[src/rtl/aluFlagPkg.sv]
package aluFlagPkg;

  localparam int CTL_N   = 3;
  localparam int FLAGS_W = 16;

  // bit positions inside the packed flags word
  localparam int POS_CARRY  = 0;
  localparam int POS_PARITY = 1;
  localparam int POS_AUX    = 2;
  localparam int POS_ZERO   = 3;
  localparam int POS_SIGN   = 4;
  localparam int POS_OVF    = 5;
  localparam int POS_TRAP   = 6;
  localparam int POS_INTEN  = 7;
  localparam int POS_DIR    = 8;

  // control command bit order
  localparam int CTL_INTEN = 0;
  localparam int CTL_TRAP  = 1;
  localparam int CTL_DIR   = 2;

  typedef enum logic [2:0] {
    OP_ADD = 3'd0,
    OP_ADC = 3'd1,
    OP_SUB = 3'd2,
    OP_SBB = 3'd3,
    OP_AND = 3'd4,
    OP_OR  = 3'd5,
    OP_XOR = 3'd6,
    OP_NOT = 3'd7
  } aluOpE;

  typedef enum logic [1:0] {
    LG_AND = 2'd0,
    LG_OR  = 2'd1,
    LG_XOR = 2'd2,
    LG_NOT = 2'd3
  } logicSelE;

  typedef struct packed {
    logic             loadResult;
    logic             arith;
    logic             logicOp;
    logic             subtract;
    logic             useCarry;
    logicSelE         logicSel;
    logic [CTL_N-1:0] setCtl;
    logic [CTL_N-1:0] clrCtl;
  } strobeT;

endpackage

[src/rtl/addSlice.sv]
module addSlice #(
  parameter int W     = 16,
  parameter int NIB_W = 4
) (
  input  logic [W-1:0] a,
  input  logic [W-1:0] b,
  input  logic         cin,
  output logic [W-1:0] sum,
  output logic         cout,
  output logic         nibCarry,
  output logic         ovf
);

  logic [NIB_W:0] nibSum;

  always_comb begin
    {cout, sum} = {1'b0, a} + {1'b0, b} + {{W{1'b0}}, cin};
    nibSum      = {1'b0, a[NIB_W-1:0]} + {1'b0, b[NIB_W-1:0]} + {{NIB_W{1'b0}}, cin};
    nibCarry    = nibSum[NIB_W];
    ovf         = (a[W-1] == b[W-1]) && (sum[W-1] != a[W-1]);
  end

endmodule

[src/rtl/flagControl.sv]
module flagControl import aluFlagPkg::*; (
  input  logic             clk,
  input  logic             rstN,
  input  logic [2:0]       opCode,
  input  logic             updateEn,
  input  logic [CTL_N-1:0] ctlSet,
  input  logic [CTL_N-1:0] ctlClr,
  output strobeT           stb
);

  aluOpE opSel;
  logic  isLogic;

  always_comb begin
    opSel          = aluOpE'(opCode);
    isLogic        = opSel inside {OP_AND, OP_OR, OP_XOR, OP_NOT};
    stb            = '0;
    stb.arith      = updateEn && !isLogic;
    stb.logicOp    = updateEn && isLogic;
    stb.loadResult = updateEn;
    stb.subtract   = (opSel == OP_SUB) || (opSel == OP_SBB);
    stb.useCarry   = (opSel == OP_ADC) || (opSel == OP_SBB);
    stb.logicSel   = logicSelE'(opCode[1:0]);
    stb.setCtl     = ctlSet;
    stb.clrCtl     = ctlClr;
  end

  assert_one_class_R2: assert property (@(posedge clk) disable iff (!rstN)
    $onehot0({stb.arith, stb.logicOp}));

  assert_idle_no_load_R10: assert property (@(posedge clk) disable iff (!rstN)
    !updateEn |-> !(stb.arith || stb.logicOp));

endmodule

[src/rtl/aluDatapath.sv]
module aluDatapath import aluFlagPkg::*; #(
  parameter int DATA_W   = 16,
  parameter int NARROW_W = 8,
  parameter int NIB_W    = 4
) (
  input  logic               clk,
  input  logic               rstN,
  input  logic [DATA_W-1:0]  opA,
  input  logic [DATA_W-1:0]  opB,
  input  logic               carryIn,
  input  logic               wideOp,
  input  strobeT             stb,
  output logic [DATA_W-1:0]  result,
  output logic [FLAGS_W-1:0] flags
);

  localparam logic [DATA_W-1:0] NARROW_MASK =
    {{(DATA_W-NARROW_W){1'b0}}, {NARROW_W{1'b1}}};

  logic [DATA_W-1:0]   widthMask, aEff, bEff, bOper;
  logic                carryFeed;
  logic [DATA_W-1:0]   sumW;
  logic                coutW, nibW, ovfW;
  logic [NARROW_W-1:0] sumN;
  logic                coutN, nibN, ovfN;
  logic [DATA_W-1:0]   arithRes, logicRes, nextRes;
  logic                coutRaw, nibRaw, ovfRaw;
  logic                carryNext, auxNext, signNext, zeroNext, parityNext;

  logic [DATA_W-1:0]   resultQ;
  logic                carryQ, ovfQ, auxQ, signQ, zeroQ, parityQ;
  logic [CTL_N-1:0]    ctlQ;
  logic [5:0]          statusVec;

  always_comb begin
    widthMask = wideOp ? {DATA_W{1'b1}} : NARROW_MASK;
    aEff      = opA & widthMask;
    bEff      = opB & widthMask;
    bOper     = stb.subtract ? ~bEff : bEff;
    carryFeed = (stb.useCarry & carryIn) ^ stb.subtract;
  end

  addSlice #(.W(DATA_W), .NIB_W(NIB_W)) i_wideSlice (
    .a(aEff), .b(bOper), .cin(carryFeed),
    .sum(sumW), .cout(coutW), .nibCarry(nibW), .ovf(ovfW)
  );

  addSlice #(.W(NARROW_W), .NIB_W(NIB_W)) i_narrowSlice (
    .a(aEff[NARROW_W-1:0]), .b(bOper[NARROW_W-1:0]), .cin(carryFeed),
    .sum(sumN), .cout(coutN), .nibCarry(nibN), .ovf(ovfN)
  );

  always_comb begin
    if (wideOp) begin
      arithRes = sumW;
      coutRaw  = coutW;
      nibRaw   = nibW;
      ovfRaw   = ovfW;
    end else begin
      arithRes = {{(DATA_W-NARROW_W){1'b0}}, sumN};
      coutRaw  = coutN;
      nibRaw   = nibN;
      ovfRaw   = ovfN;
    end
    // adder carry of a subtract is the inverse of a borrow
    carryNext = coutRaw ^ stb.subtract;
    auxNext   = nibRaw ^ stb.subtract;

    unique case (stb.logicSel)
      LG_AND:  logicRes = aEff & bEff;
      LG_OR:   logicRes = aEff | bEff;
      LG_XOR:  logicRes = aEff ^ bEff;
      default: logicRes = ~aEff;
    endcase
    logicRes = logicRes & widthMask;

    nextRes    = stb.logicOp ? logicRes : arithRes;
    signNext   = wideOp ? nextRes[DATA_W-1] : nextRes[NARROW_W-1];
    zeroNext   = (nextRes == '0);
    parityNext = ^nextRes;
  end

  always_ff @(posedge clk or negedge rstN) begin
    if (!rstN) begin
      resultQ <= '0;
      carryQ  <= 1'b0;
      ovfQ    <= 1'b0;
      auxQ    <= 1'b0;
      signQ   <= 1'b0;
      zeroQ   <= 1'b0;
      parityQ <= 1'b0;
    end else begin
      if (stb.loadResult) begin
        resultQ <= nextRes;
        signQ   <= signNext;
        zeroQ   <= zeroNext;
        parityQ <= parityNext;
      end
      if (stb.arith) begin
        carryQ <= carryNext;
        ovfQ   <= ovfRaw;
        auxQ   <= auxNext;
      end else if (stb.logicOp) begin
        carryQ <= 1'b0;
        ovfQ   <= 1'b0;
      end
    end
  end

  always_ff @(posedge clk or negedge rstN) begin
    if (!rstN) begin
      ctlQ <= '0;
    end else begin
      for (int i = 0; i < CTL_N; i++) begin
        if (stb.setCtl[i])      ctlQ[i] <= 1'b1;
        else if (stb.clrCtl[i]) ctlQ[i] <= 1'b0;
      end
    end
  end

  always_comb begin
    flags             = '0;
    flags[POS_CARRY]  = carryQ;
    flags[POS_PARITY] = parityQ;
    flags[POS_AUX]    = auxQ;
    flags[POS_ZERO]   = zeroQ;
    flags[POS_SIGN]   = signQ;
    flags[POS_OVF]    = ovfQ;
    flags[POS_INTEN]  = ctlQ[CTL_INTEN];
    flags[POS_TRAP]   = ctlQ[CTL_TRAP];
    flags[POS_DIR]    = ctlQ[CTL_DIR];
    result            = resultQ;
    statusVec         = {carryQ, ovfQ, auxQ, signQ, zeroQ, parityQ};
  end

  assert_hold_status_R10: assert property (@(posedge clk) disable iff (!rstN)
    !(stb.arith || stb.logicOp) |=> $stable(statusVec) && $stable(resultQ));

  assert_logic_clears_R9: assert property (@(posedge clk) disable iff (!rstN)
    stb.logicOp |=> !carryQ && !ovfQ);

  assert_logic_keeps_aux_R9: assert property (@(posedge clk) disable iff (!rstN)
    stb.logicOp |=> auxQ == $past(auxQ));

  assert_zero_match_R6: assert property (@(posedge clk) disable iff (!rstN)
    stb.loadResult |=> zeroQ == (resultQ == '0));

  assert_parity_odd_R8: assert property (@(posedge clk) disable iff (!rstN)
    stb.loadResult |=> (parityQ ? 1 : 0) == ($countones(resultQ) % 2));

  assert_sign_msb_R5: assert property (@(posedge clk) disable iff (!rstN)
    stb.loadResult |=> signQ == ($past(wideOp) ? resultQ[DATA_W-1] : resultQ[NARROW_W-1]));

  assert_narrow_upper_R2: assert property (@(posedge clk) disable iff (!rstN)
    (stb.loadResult && !wideOp) |=> resultQ[DATA_W-1:NARROW_W] == '0);

  generate
    for (genvar g = 0; g < CTL_N; g++) begin : g_ctlChk
      assert_ctl_set_R11: assert property (@(posedge clk) disable iff (!rstN)
        stb.setCtl[g] |=> ctlQ[g]);
      assert_ctl_clr_R11: assert property (@(posedge clk) disable iff (!rstN)
        (stb.clrCtl[g] && !stb.setCtl[g]) |=> !ctlQ[g]);
      assert_ctl_hold_R12: assert property (@(posedge clk) disable iff (!rstN)
        !(stb.setCtl[g] || stb.clrCtl[g]) |=> $stable(ctlQ[g]));
    end
  endgenerate

endmodule

[src/rtl/aluFlagUnit.sv]
module aluFlagUnit import aluFlagPkg::*; #(
  parameter int DATA_W   = 16,
  parameter int NARROW_W = 8
) (
  input  logic               clk,
  input  logic               rstN,
  input  logic [DATA_W-1:0]  opA,
  input  logic [DATA_W-1:0]  opB,
  input  logic               carryIn,
  input  logic [2:0]         opCode,
  input  logic               wideOp,
  input  logic               updateEn,
  input  logic [CTL_N-1:0]   ctlSet,
  input  logic [CTL_N-1:0]   ctlClr,
  output logic [DATA_W-1:0]  result,
  output logic [FLAGS_W-1:0] flags
);

  strobeT stb;

  flagControl i_flagControl (
    .clk(clk), .rstN(rstN), .opCode(opCode), .updateEn(updateEn),
    .ctlSet(ctlSet), .ctlClr(ctlClr), .stb(stb)
  );

  aluDatapath #(.DATA_W(DATA_W), .NARROW_W(NARROW_W)) i_aluDatapath (
    .clk(clk), .rstN(rstN), .opA(opA), .opB(opB), .carryIn(carryIn),
    .wideOp(wideOp), .stb(stb), .result(result), .flags(flags)
  );

  assert_upper_flags_zero_R13: assert property (@(posedge clk) disable iff (!rstN)
    flags[FLAGS_W-1:9] == '0);

endmodule

[config.mk]
export PLATFORM = sky130hd
export DESIGN_NAME = aluFlagUnit
export DESIGN_NICKNAME = d
export VERILOG_FILES = /design/src/rtl/aluFlagPkg.sv /design/src/rtl/addSlice.sv /design/src/rtl/flagControl.sv /design/src/rtl/aluDatapath.sv /design/src/rtl/aluFlagUnit.sv
export SDC_FILE = /design/constraint.sdc
export NUM_CORES = 1
export LEC_CHECK = 0
export CORE_ASPECT_RATIO = 0.9
export CORE_UTILIZATION = 43
export DETAILED_ROUTE_END_ITERATION = 7
export GPL_ROUTABILITY_DRIVEN = 1
export GPL_TIMING_DRIVEN = 1
export PLACE_DENSITY = 0.67
export SLEW_MARGIN = 20
export SYNTH_ARGS = -nofsm -noshare
export SYNTH_HDL_FRONTEND = slang
export SYNTH_SLANG_ARGS = --single-unit
[constraint.sdc]
create_clock -name clk -period 0.9 [get_ports clk]
set_input_delay 0.18 -clock clk [delete_from_list [all_inputs] [get_ports clk]]
set_output_delay 0.18 -clock clk [all_outputs]
set_load 0.01 [all_outputs]
==> flow_summary.toml <==
[status]
outcome = "finished, violations left"
violations = "negative setup slack"

[synthesis]
synth-edff-count = 0
syn_avg_cell_area_um2 = 7.75
synth_xor_area_share_pct = 8.62
ys.warnings.count = 0
async_reset_ff_share_pct = 100
synth-simple-area-share_pct = 16.3
ys_types = 62
synth_mux_area_share_pct = 5.41
synth_seq_cells = 25
synth_top_area_share_pct = 18.8
synth_top_flop_cell = "dfrtp_1"
synthTopCellsByArea = "ha_1 (19%), dfrtp_1 (17%), xnor2_1 (7.7%)"
seq_area_frac_synth_pct = 17.1
synthAdderAreaFrac_pct = 19.9
synth_compound_area_share_pct = 21.1
yosysMostFrequentCell = "nand2_1"
synth_common_cells = "nand2_1 (57), ha_1 (55), inv_1 (52), nor2_1 (38), xnor2_1 (32)"
syn_area_um2 = 3660
synth_top_area_cell = "ha_1"
synth_top_family_by_area = "compound AO/OA/AOI/OAI gates"
netlist_instances = 472

[hold_path]
hp-class = "in -> async"

[setup_path]
cp-start-kind = "input pin"
crit_path_frequent_cell = "xnor2_1"
cp_slowest_stage_delay_ns = 0.41
crit_fanout = 5
cp_cell_sequence = "buf_8 -> buf_6 -> xor2_2 -> nor2_2 -> fa_2 -> fa_2 -> a21oi_4 -> o21ai_2 -> a211o_4 -> a221oi_2 -> xnor2_1 -> o21ai_1 -> ha_2 -> xnor2_2 -> xnor2_1 -> xnor2_1 -> a21oi_1"
worstSetupEndpointType = "flip-flop"
worstPathRequired_ns = 1.06
slowest_stage = "fa_2"
crit_type = "in -> reg"
arrival_ns = 3.44

[clock_network]
clkLatencyLatePin_ns = 0.27
clock_sinks = 25
cts_tree = "built"
clk_pin_slew_ns = 0.09
postCtsHoldBufs = 0
cts_made_buffers = 3
cts.path.max_buffers = 2
root_buffer = "clkbuf_8"
htreeDepth = 1

[finish]
utilization_pct = 74.7
ff_latch_area_um2 = 626
diodes = 0
nFillCells = 630
final_area_um2 = 6080
multi_input_area_um2 = 2980
fin_cells = 796
layout-drive-gt1-share_pct = 41.9
area_growth_pct = 66.3
nets = 801

[route]
ant_nets = 0
vias_per_cell = 5.21
drtPass1Iterations = 4
wl_per_cell_um = 15.4
drcViolationCount = 0
dr_total_vias = 4146
routed_wl_um = 12300
drt-initial-drc-count = 138

[die]
dieWidth_um = 99.2
dieArea_um2 = 8880
start_util_pct = 44.9
coreArea_um2 = 8150
die_h_um = 89.5
boundaryPins = 78
rows = 31

[pwr]
cellPowerDensity_nw_per_um2 = 1190
p_leak_uw = 0.00309
vdd_drop_max_uv = 650
combPwrFrac_pct = 71.3
clock_power_share_pct = 9.2
internal_power_uw = 4490
swShare_pct = 38.0
p_switching_uw = 2760
power.share.sequential_pct = 19.6

[sta]
fin_crit_sh_pct = 365
final.min_clock_period_ns = 3.28
finalClockSkew_ns = 0
max_slew_margin_pct = 62.8
worstMarginPinSlew_ns = 0.552
max_freq_mhz = 305
report.final.slew_viol_count = 0
whs_ns = 0.255
timing_hold_violations_final = 0
setup_ws_ns = -2.38
grt_setup_unrepaired = "yes"
setup-violations-final = 47

[global_routing]
grt_pass1_wl_um = 19300
use_met1_pct = 35.6
grt_overflow = 0
grt_max_degree = 46
grt_util_met2_pct = 50.2
grt_use_total_pct = 27.7
grt_use_met3_pct = 2.27
antenna_found_initial = 0
top_usage_layer = "met2"
grt_pass1_vias = 4061

[place]
pre_cts_ws_ns = -3.07
place_inst = 752
placement.cell_area_um2 = 5470
io_buffers = 70
dpl.hpwl_um = 9050
place.gp.congestion = 0.941

[run]
max_cap_violations = 0
cell usage in the layout, fill, tap and decap left out, drive strengths merged, types with 2 or more instances in the layout:
cell type	n
a211o	4
a211oi	6
a21o	9
a21oi	33
a221o	3
a221oi	2
a31oi	2
and2	4
and3	2
buf	215
clkbuf	3
clkdlybuf4s50	35
conb	7
dfrtp	25
dlygate4sd2	3
fa	2
ha	55
inv	52
mux2	2
mux2i	4
mux4	6
nand2	57
nand3	7
nand4	5
nor2	38
nor2b	6
nor3	5
nor4b	2
o211ai	9
o21a	3
o21ai	29
o21bai	2
o32ai	2
xnor2	32
xor2	4
cells by family (layout without fill, tap and decap cells):
family,count (synthesis),count (layout)
muxes,12,12
adders and majority gates,57,57
DFF,25,25
AOI/OAI and AO/OA,116,116
buffers and inverters,92,311
xor gates and xnor gates,36,36
and+or+nand+nor,133,133
other,1,7
metal layers:
layer | share of wire, % | vias up | wire (um)
met5 | 0 | - | 0
met4 | 2.3 | 0 | 281
met3 | 5.3 | 34 | 650
met2 | 48 | 141 | 5870
met1 | 45 | 1912 | 5460
li1 | - | 2059 | -
stage by stage:
| step | power [uW] | setup TNS (ns) |
|---|---|---|
| final | 7250 | -35.67 |
| after global routing | 7750 | -38.10 |
| after CTS | 6990 | -34.52 |
| after detailed placement | 5860 | -52.36 |
| after global placement | 5750 | -50.88 |
| after floorplan | 3850 | -34.35 |
what timing repair did:
| item | CTS | global route |
|---|---|---|
| gates cloned | 2 | 0 |
| setup endpoints to repair | 47 | 47 |
| setup buffers | 30 | 16 |
| pin swaps | 37 | 29 |
| resized for setup | 203 | 28 |
sequential cells by signal, indices dropped and copies added (netlist names):
register and count:
i_aluDatapath.zeroQ 1, i_aluDatapath.parityQ 1, i_aluDatapath.signQ 1, i_aluDatapath.ctlQ 3, i_aluDatapath.carryQ 1, i_aluDatapath.ovfQ 1
i_aluDatapath.result 16, i_aluDatapath.auxQ 1
worst paths after layout:
check	start	end	slack (ns)	cells after the start
max	opCode[1]	i_aluDatapath.parityQ	-2.38	17
min	rstN	i_aluDatapath.result[10]	0.25	2
max reg2reg	i_aluDatapath.result[8]	i_aluDatapath.result[8]	-0.12	3
min reg2reg	i_aluDatapath.ctlQ[0]	i_aluDatapath.ctlQ[0]	0.49	1
max in group asynchronous	rstN	i_aluDatapath.ovfQ	0.50	2
min in group clk	opCode[2]	i_aluDatapath.result[11]	0.40	4
cell type report:
cell class	instances	share of cell area, %
timing repair buffer	254	34.6
tap	99	2.04
clock buffer	3	0.679
inverter	53	3.31
multi-input combinational	361	49.0
sequential	25	10.3
clock inverter	1	0.123
power groups by stage:
stage,clock [uW],combinational (uW),sequential [uW]
floorplan,0,2350,1500
global placement,0,4310,1440
detailed placement,0,4420,1440
CTS,685,4900,1410
global route,740,5570,1440
finish,665,5170,1420
worst max-delay path: cells and delay by family:
kind / cells / cell delay [ns]
buf+inv: 2 / 0.21
xor+xnor: 5 / 0.75
fa+ha+maj: 3 / 1.11
simple gates: 1 / 0.06
compound gates: 6 / 1.15
No activity file was read; power rests on OpenSTA's default activity.
